### src/rtl/pit_pkg.sv
package pit_pkg;

    localparam int BYTE_W = 8;
    localparam int CNT_W  = 2 * BYTE_W;

    // Data-port sequencing chosen by command bits 5:4
    typedef enum logic [1:0] {
        ACC_LATCH = 2'b00,
        ACC_LO    = 2'b01,
        ACC_HI    = 2'b10,
        ACC_WORD  = 2'b11
    } acc_e;

    // Output behaviour derived from the mode code
    typedef enum logic [1:0] {
        WAVE_FLAT   = 2'b00,
        WAVE_RATE   = 2'b01,
        WAVE_SQUARE = 2'b10
    } wave_e;

    // Command byte: select, access, then mode code and format bit
    typedef struct packed {
        logic [1:0] sel;
        acc_e       acc;
        logic [3:0] fmt;
    } cmd_t;

    // fmt = {mode[2:0], decimal_request}; the format bit and mode[2] do not matter
    function automatic wave_e wave_of(input logic [3:0] fmt);
        wave_e w;
        casez (fmt)
            4'b?10?: w = WAVE_RATE;
            4'b?11?: w = WAVE_SQUARE;
            default: w = WAVE_FLAT;
        endcase
        return w;
    endfunction

    function automatic logic [BYTE_W-1:0] pick_byte(input logic [CNT_W-1:0] v,
                                                    input logic hi);
        return hi ? v[CNT_W-1:BYTE_W] : v[BYTE_W-1:0];
    endfunction

endpackage

### src/rtl/pit_ctrl.sv
module pit_ctrl
    import pit_pkg::*;
#(
    parameter int CHAN_SEL = 0
) (
    input  logic              clk,
    input  logic              rst,
    input  logic              cmd_we,
    input  logic              data_we,
    input  logic [BYTE_W-1:0] wr_data,
    output acc_e              acc,
    output wave_e             wave,
    output logic [CNT_W-1:0]  reload,
    output logic              load_req,
    output logic              mode_wr,
    output logic              latch_req
);

    localparam logic [1:0] OWN_SEL = CHAN_SEL[1:0];

    cmd_t              cmd;
    logic              hit;
    acc_e              acc_q;
    wave_e             wave_q;
    logic              wr_hi_q;
    logic [BYTE_W-1:0] lo_q;
    logic [CNT_W-1:0]  reload_q;

    assign cmd       = cmd_t'(wr_data);
    assign hit       = cmd_we && (cmd.sel == OWN_SEL);
    assign mode_wr   = hit && (cmd.acc != ACC_LATCH);
    assign latch_req = hit && (cmd.acc == ACC_LATCH);
    assign load_req  = data_we && !mode_wr && ((acc_q != ACC_WORD) || wr_hi_q);

    always_ff @(posedge clk) begin
        if (rst) begin
            acc_q    <= ACC_WORD;
            wave_q   <= WAVE_FLAT;
            wr_hi_q  <= 1'b0;
            lo_q     <= '0;
            reload_q <= '0;
        end else if (mode_wr) begin
            acc_q   <= cmd.acc;
            wave_q  <= wave_of(cmd.fmt);
            wr_hi_q <= 1'b0;
        end else if (data_we) begin
            unique case (acc_q)
                ACC_LO: reload_q <= {{BYTE_W{1'b0}}, wr_data};
                ACC_HI: reload_q <= {wr_data, {BYTE_W{1'b0}}};
                default: begin
                    if (wr_hi_q) begin
                        reload_q <= {wr_data, lo_q};
                        wr_hi_q  <= 1'b0;
                    end else begin
                        lo_q    <= wr_data;
                        wr_hi_q <= 1'b1;
                    end
                end
            endcase
        end
    end

    assign acc    = acc_q;
    assign wave   = wave_q;
    assign reload = reload_q;

endmodule

### src/rtl/pit_counter.sv
module pit_counter
    import pit_pkg::*;
(
    input  logic             clk,
    input  logic             rst,
    input  logic             cnt_en,
    input  logic             mode_wr,
    input  logic             load_req,
    input  wave_e            wave,
    input  logic [CNT_W-1:0] reload,
    output logic [CNT_W-1:0] count,
    output logic             out_pin
);

    logic [CNT_W-1:0] count_q;
    logic [CNT_W-1:0] nxt_count;
    logic [CNT_W-1:0] even_reload;
    logic [CNT_W-1:0] start_val;
    logic             run_q;
    logic             pend_q;
    logic             sq_q;
    logic             nxt_sq;

    assign even_reload = {reload[CNT_W-1:1], 1'b0};
    assign start_val   = (wave == WAVE_SQUARE) ? even_reload : reload;

    always_comb begin
        nxt_count = count_q;
        nxt_sq    = sq_q;
        if (pend_q) begin
            nxt_count = start_val;
            nxt_sq    = 1'b1;
        end else if (run_q) begin
            unique case (wave)
                WAVE_RATE:
                    nxt_count = (count_q == CNT_W'(1)) ? reload : count_q - CNT_W'(1);
                WAVE_SQUARE: begin
                    if (count_q == CNT_W'(2)) begin
                        nxt_count = even_reload;
                        nxt_sq    = ~sq_q;
                    end else begin
                        nxt_count = count_q - CNT_W'(2);
                    end
                end
                default:
                    nxt_count = (count_q == '0) ? reload : count_q - CNT_W'(1);
            endcase
        end
    end

    always_ff @(posedge clk) begin
        if (rst) begin
            count_q <= '0;
            run_q   <= 1'b0;
            pend_q  <= 1'b0;
            sq_q    <= 1'b1;
        end else if (mode_wr) begin
            run_q  <= 1'b0;
            pend_q <= 1'b0;
            sq_q   <= 1'b1;
        end else if (cnt_en) begin
            count_q <= nxt_count;
            sq_q    <= nxt_sq;
            if (pend_q) run_q <= 1'b1;
            pend_q  <= load_req;
        end else if (load_req) begin
            pend_q <= 1'b1;
        end
    end

    always_comb begin
        unique case (wave)
            WAVE_RATE:   out_pin = !(run_q && (count_q == CNT_W'(1)));
            WAVE_SQUARE: out_pin = !run_q || sq_q;
            default:     out_pin = 1'b1;
        endcase
    end

    assign count = count_q;

endmodule

### src/rtl/pit_readout.sv
module pit_readout
    import pit_pkg::*;
(
    input  logic              clk,
    input  logic              rst,
    input  acc_e              acc,
    input  logic [CNT_W-1:0]  count,
    input  logic              latch_req,
    input  logic              mode_wr,
    input  logic              data_rd,
    output logic [BYTE_W-1:0] rd_data
);

    logic             held_q;
    logic             rd_hi_q;
    logic [CNT_W-1:0] snap_q;
    logic [CNT_W-1:0] src;
    logic             take_hi;
    logic             last_byte;

    assign src       = held_q ? snap_q : count;
    assign last_byte = (acc != ACC_WORD) || rd_hi_q;

    always_comb begin
        unique case (acc)
            ACC_LO:  take_hi = 1'b0;
            ACC_HI:  take_hi = 1'b1;
            default: take_hi = rd_hi_q;
        endcase
    end

    assign rd_data = pick_byte(src, take_hi);

    always_ff @(posedge clk) begin
        if (rst) begin
            held_q  <= 1'b0;
            rd_hi_q <= 1'b0;
            snap_q  <= '0;
        end else if (mode_wr) begin
            held_q  <= 1'b0;
            rd_hi_q <= 1'b0;
        end else begin
            if (data_rd) begin
                if (acc == ACC_WORD) rd_hi_q <= ~rd_hi_q;
                if (held_q && last_byte) held_q <= 1'b0;
            end
            if (latch_req && !held_q) begin
                held_q <= 1'b1;
                snap_q <= count;
            end
        end
    end

endmodule

### src/rtl/pit_channel.sv
module pit_channel
    import pit_pkg::*;
#(
    parameter int CHAN_SEL = 0
) (
    input  logic              clk,
    input  logic              rst,
    input  logic              cmd_we,
    input  logic              data_we,
    input  logic              data_rd,
    input  logic [BYTE_W-1:0] wr_data,
    input  logic              cnt_en,
    output logic [BYTE_W-1:0] rd_data,
    output logic              out_pin
);

    acc_e             acc;
    wave_e            wave;
    logic [CNT_W-1:0] reload;
    logic [CNT_W-1:0] count;
    logic             load_req;
    logic             mode_wr;
    logic             latch_req;

    pit_ctrl #(.CHAN_SEL(CHAN_SEL)) u_ctrl (
        .clk       (clk),
        .rst       (rst),
        .cmd_we    (cmd_we),
        .data_we   (data_we),
        .wr_data   (wr_data),
        .acc       (acc),
        .wave      (wave),
        .reload    (reload),
        .load_req  (load_req),
        .mode_wr   (mode_wr),
        .latch_req (latch_req)
    );

    pit_counter u_cnt (
        .clk      (clk),
        .rst      (rst),
        .cnt_en   (cnt_en),
        .mode_wr  (mode_wr),
        .load_req (load_req),
        .wave     (wave),
        .reload   (reload),
        .count    (count),
        .out_pin  (out_pin)
    );

    pit_readout u_read (
        .clk       (clk),
        .rst       (rst),
        .acc       (acc),
        .count     (count),
        .latch_req (latch_req),
        .mode_wr   (mode_wr),
        .data_rd   (data_rd),
        .rd_data   (rd_data)
    );

endmodule

### config.mk
export PLATFORM = sky130hd
export DESIGN_NAME = pit_channel
export DESIGN_NICKNAME = d
export VERILOG_FILES = /design/src/rtl/pit_pkg.sv /design/src/rtl/pit_ctrl.sv /design/src/rtl/pit_counter.sv /design/src/rtl/pit_readout.sv /design/src/rtl/pit_channel.sv
export SDC_FILE = /design/constraint.sdc
export NUM_CORES = 1
export LEC_CHECK = 0
export BUFFER_PORTS_ARGS = -buffer_cell sky130_fd_sc_hd__buf_2
export CORE_ASPECT_RATIO = 2
export CORE_MARGIN = 4
export CORE_UTILIZATION = 63
export DETAILED_ROUTE_END_ITERATION = 6
export GPL_TIMING_DRIVEN = 0
export PLACE_DENSITY = 0.92
export REMOVE_ABC_BUFFERS = 1
export SETUP_SLACK_MARGIN = 0.5
export SLEW_MARGIN = 20
export SYNTH_ARGS = -nofsm -noshare
export SYNTH_HDL_FRONTEND = slang
export SYNTH_SLANG_ARGS = --single-unit
### constraint.sdc
create_clock -name clk -period 4.4 [get_ports clk]
set_input_delay 0.66 -clock clk [delete_from_list [all_inputs] [get_ports clk]]
set_output_delay 0.66 -clock clk [all_outputs]
set_load 0.01 [all_outputs]
==> flow_metrics.env <==
export IMPL_wire_per_inst_um=21.0
export IMPL_r2r_end="u_cnt.count[11]$_SDFFE_PP0P_"
export IMPL_coreArea_mm2=0.00694
export IMPL_worstMarginPinSlew_ns=1.06
export IMPL_dieArea_mm2=0.00860
export IMPL_diodes=0
export IMPL_drive_above_1_share_pct=12.3
export IMPL_vias=4582
export IMPL_synth_top_cell_area_share_pct=29.5
export IMPL_finalClockSkew_ns=0.00717
export IMPL_r2r_slack_ns=1.47
export IMPL_min_period_ns=3.62
export IMPL_clockRootBuffer="clkbuf_16"
export IMPL_dr_pass1_iters=5
export IMPL_layout_common_cells="nand2_1 (94), a21oi_1 (66), dfxtp_1 (66), nor2_1 (54), o21ai_0 (35)"
export IMPL_synth_edff_count=0
export IMPL_end_kind="output port"
export IMPL_detailed_place_hpwl_um=10100
export IMPL_critPathLaunchType="flip-flop"
export IMPL_cts_buffer_depth=2
export IMPL_routed_via_density=6.88
export IMPL_max_freq_mhz=276
export IMPL_nNetsFinal=595
export IMPL_cts_setup_buffers=0
export IMPL_power_density_mw_per_mm2=411
export IMPL_fillers=562
export IMPL_cts_tree="built"
export IMPL_slew_viol_final=0
export IMPL_dpl_cell_count=650
export IMPL_multi_input_area_mm2=0.00286
export IMPL_min_period_over_period_pct=82.2
export IMPL_rows=43
export IMPL_ys_ff_latch=66
export IMPL_cts_max_level=3
export IMPL_fp_dieW_um=67.6
export IMPL_netlist_area_mm2=0.00448
export IMPL_crit_type="flip-flop to output port"
export IMPL_placed_cell_area_mm2=0.00446
export IMPL_yosys_warnings=0
export IMPL_hold_violations=0
export IMPL_grt_usage_pct=35.6
export IMPL_p_leak_nw=1.78
export IMPL_synth_cell_types=73
export IMPL_synth_main_ff_cell="dfxtp_1"
export IMPL_design_area_mm2=0.00476
export IMPL_min_path_type="flip-flop to flip-flop"
export IMPL_rsz0062_at_grt="no"
export IMPL_routed_wl_um=14000
export IMPL_start_util_pct=64.5
export IMPL_ir_worst_vdd_v=0.000311
export IMPL_avgSynthCellArea_um2=7.67
export IMPL_clkSinkCount=66
export IMPL_cp_max_fo=20
export IMPL_port_buffers=22
export IMPL_grt_start_max_net_pins=52
export IMPL_antenna_left=0
export IMPL_synthTopCellsByArea="dfxtp_1 (30%), nand2_1 (7.9%), a21oi_1 (7.4%)"
export IMPL_chipHeight_um=127
export IMPL_drc=0
export IMPL_synthCells=584
export IMPL_setup_viol=0
export IMPL_grt_pass1_vias=4736
export IMPL_status="complete, no violations"
export IMPL_yosysSeqAreaShare_pct=29.5
export IMPL_cts_hold_buf=0
export IMPL_rr_startpoint="u_cnt.count[2]$_SDFFE_PP0P_"
export IMPL_drv_cap=0
export IMPL_ios=23
export IMPL_cts_buffers=9
export IMPL_slew_headroom_pct=29.0
export IMPL_final_cell_count_no_fill=666
export IMPL_place_congestion=1.03
export IMPL_gr_total_overflow=0
export IMPL_worst_endpoint_arrival_ns=2.96
export IMPL_crit_end="rd_data[7]"
export IMPL_clk_pin_slew_ns=0.05
export IMPL_synth_top_cell_by_area="dfxtp_1"
export IMPL_final_setup_tns_ns=0
export IMPL_cp_required_ns=3.74
export IMPL_async_flop_share_pct=0
export IMPL_drt_iter0_markers=431
export IMPL_ff_latch_area_mm2=0.00132
export IMPL_antenna_found_initial=0
export IMPL_power_mw=1.96
export IMPL_r2r_worst_path_cells=8
export IMPL_area_delta_synth_final_pct=6.40
export IMPL_post_cts_resized=0
export IMPL_crit_start="u_ctrl.acc[0]$_SDFFE_PP1P_"
export IMPL_clock_latency_ns=0.34
export IMPL_grt_pass1_wl_um=23200
export IMPL_layout_commonest_cell="nand2_1"
==> registers in the layout, indices dropped and copies added (netlist names) <==
register        count
u_ctrl.wr_hi_q      1
u_ctrl.wave         2
u_cnt.count        16
u_cnt.sq_q          1
u_ctrl.lo_q         8
u_ctrl.reload      16
u_cnt.run_q         1
u_cnt.pend_q        1
u_read.snap_q      16
u_read.held_q       1
u_ctrl.acc          2
u_read.rd_hi_q      1
==> how the worst min path moves through the flow <==
stage | start | slack [ns] | depth (start not counted) | end
floorplan | u_read.snap_q[15]$_SDFFE_PP0P_ | 0.43 | 2 | u_read.snap_q[15]$_SDFFE_PP0P_
global placement | u_read.snap_q[3]$_SDFFE_PP0P_ | 0.44 | 2 | u_read.snap_q[3]$_SDFFE_PP0P_
detailed placement | u_read.snap_q[4]$_SDFFE_PP0P_ | 0.45 | 2 | u_read.snap_q[4]$_SDFFE_PP0P_
CTS | u_ctrl.lo_q[0]$_SDFFE_PP0P_ | 0.46 | 2 | u_ctrl.lo_q[0]$_SDFFE_PP0P_
global route | u_ctrl.lo_q[0]$_SDFFE_PP0P_ | 0.48 | 2 | u_ctrl.lo_q[0]$_SDFFE_PP0P_
finish | u_read.snap_q[5]$_SDFFE_PP0P_ | 0.46 | 2 | u_read.snap_q[5]$_SDFFE_PP0P_
==> cells by family after synthesis <==
kind of cell	synth area share, %
muxes	5.09
DFF	29.5
AOI/OAI and AO/OA	23.1
adders and majority gates	2.79
and+or+nand+nor	27.1
buffers and inverters	7.12
xor gates and xnor gates	5.28
==> where the power goes <==
part,leakage [nW],internal [mW],switching [mW],total (mW)
combinational,1.09,0.209,0.345,0.554
clock,0.149,0.452,0.270,0.722
sequential,0.536,0.628,0.0573,0.685
total,1.78,1.29,0.672,1.96
==> stage by stage <==
| stage | setup WS, ns | hold slack [ns] | utilization [%] |
|---|---|---|---|
| after floorplan | 1.43 | 0.426 | - |
| after global placement | 0.476 | 0.439 | 63.8 |
| after detailed placement | 0.917 | 0.448 | 64.3 |
| after CTS | 0.544 | 0.458 | 68.6 |
| after global routing | 0.574 | 0.477 | 68.6 |
| final | 0.783 | 0.458 | 68.6 |
==> area by class of cell <==
cell class	instances	share of cell area (%)
repair buffers	24	2.65
multi-input cells	457	60.0
clock inverters	5	1.13
well taps	90	2.36
clock buffers	11	5.09
inverters	13	1.02
flip-flops and latches	66	27.7
==> critical path, cell delays in order (launching register included) <==
cell and delay [ns]:
dfxtp_1 0.37, inv_1 0.06, ha_1 0.67, mux2i_2 0.71
mux4_1 0.64, buf_2 0.15
==> routing by layer <==
metal	up-vias	track usage, %	part of all wire [%]
met2	272	59.7	51
met5	-	0	0
li1	2088	-	-
met4	0	31.3	8.5
met3	92	7.39	7.2
met1	2130	35.0	33
==> Yosys cell counts, types with 3 or more instances <==
cell / n
a211oi_1: 9
a21oi_1: 66
a31oi_1: 6
and3_1: 4
buf_1: 4
buf_2: 7
buf_6: 4
clkbuf_1: 27
clkbuf_8: 4
dfxtp_1: 66
ha_1: 10
inv_1: 12
mux2_2: 3
mux4_2: 7
nand2_1: 94
nand2b_1: 3
nand3_1: 26
nand4_1: 13
nor2_1: 55
nor3_1: 12
nor3b_1: 6
nor4_1: 3
nor4_4: 3
o211ai_1: 8
o21a_1: 5
o21ai_0: 36
o221ai_1: 4
o22ai_1: 3
or3_1: 3
or4_4: 3
xnor2_1: 9
xor2_1: 18
Note: power is estimated with default switching activity, not from simulation.
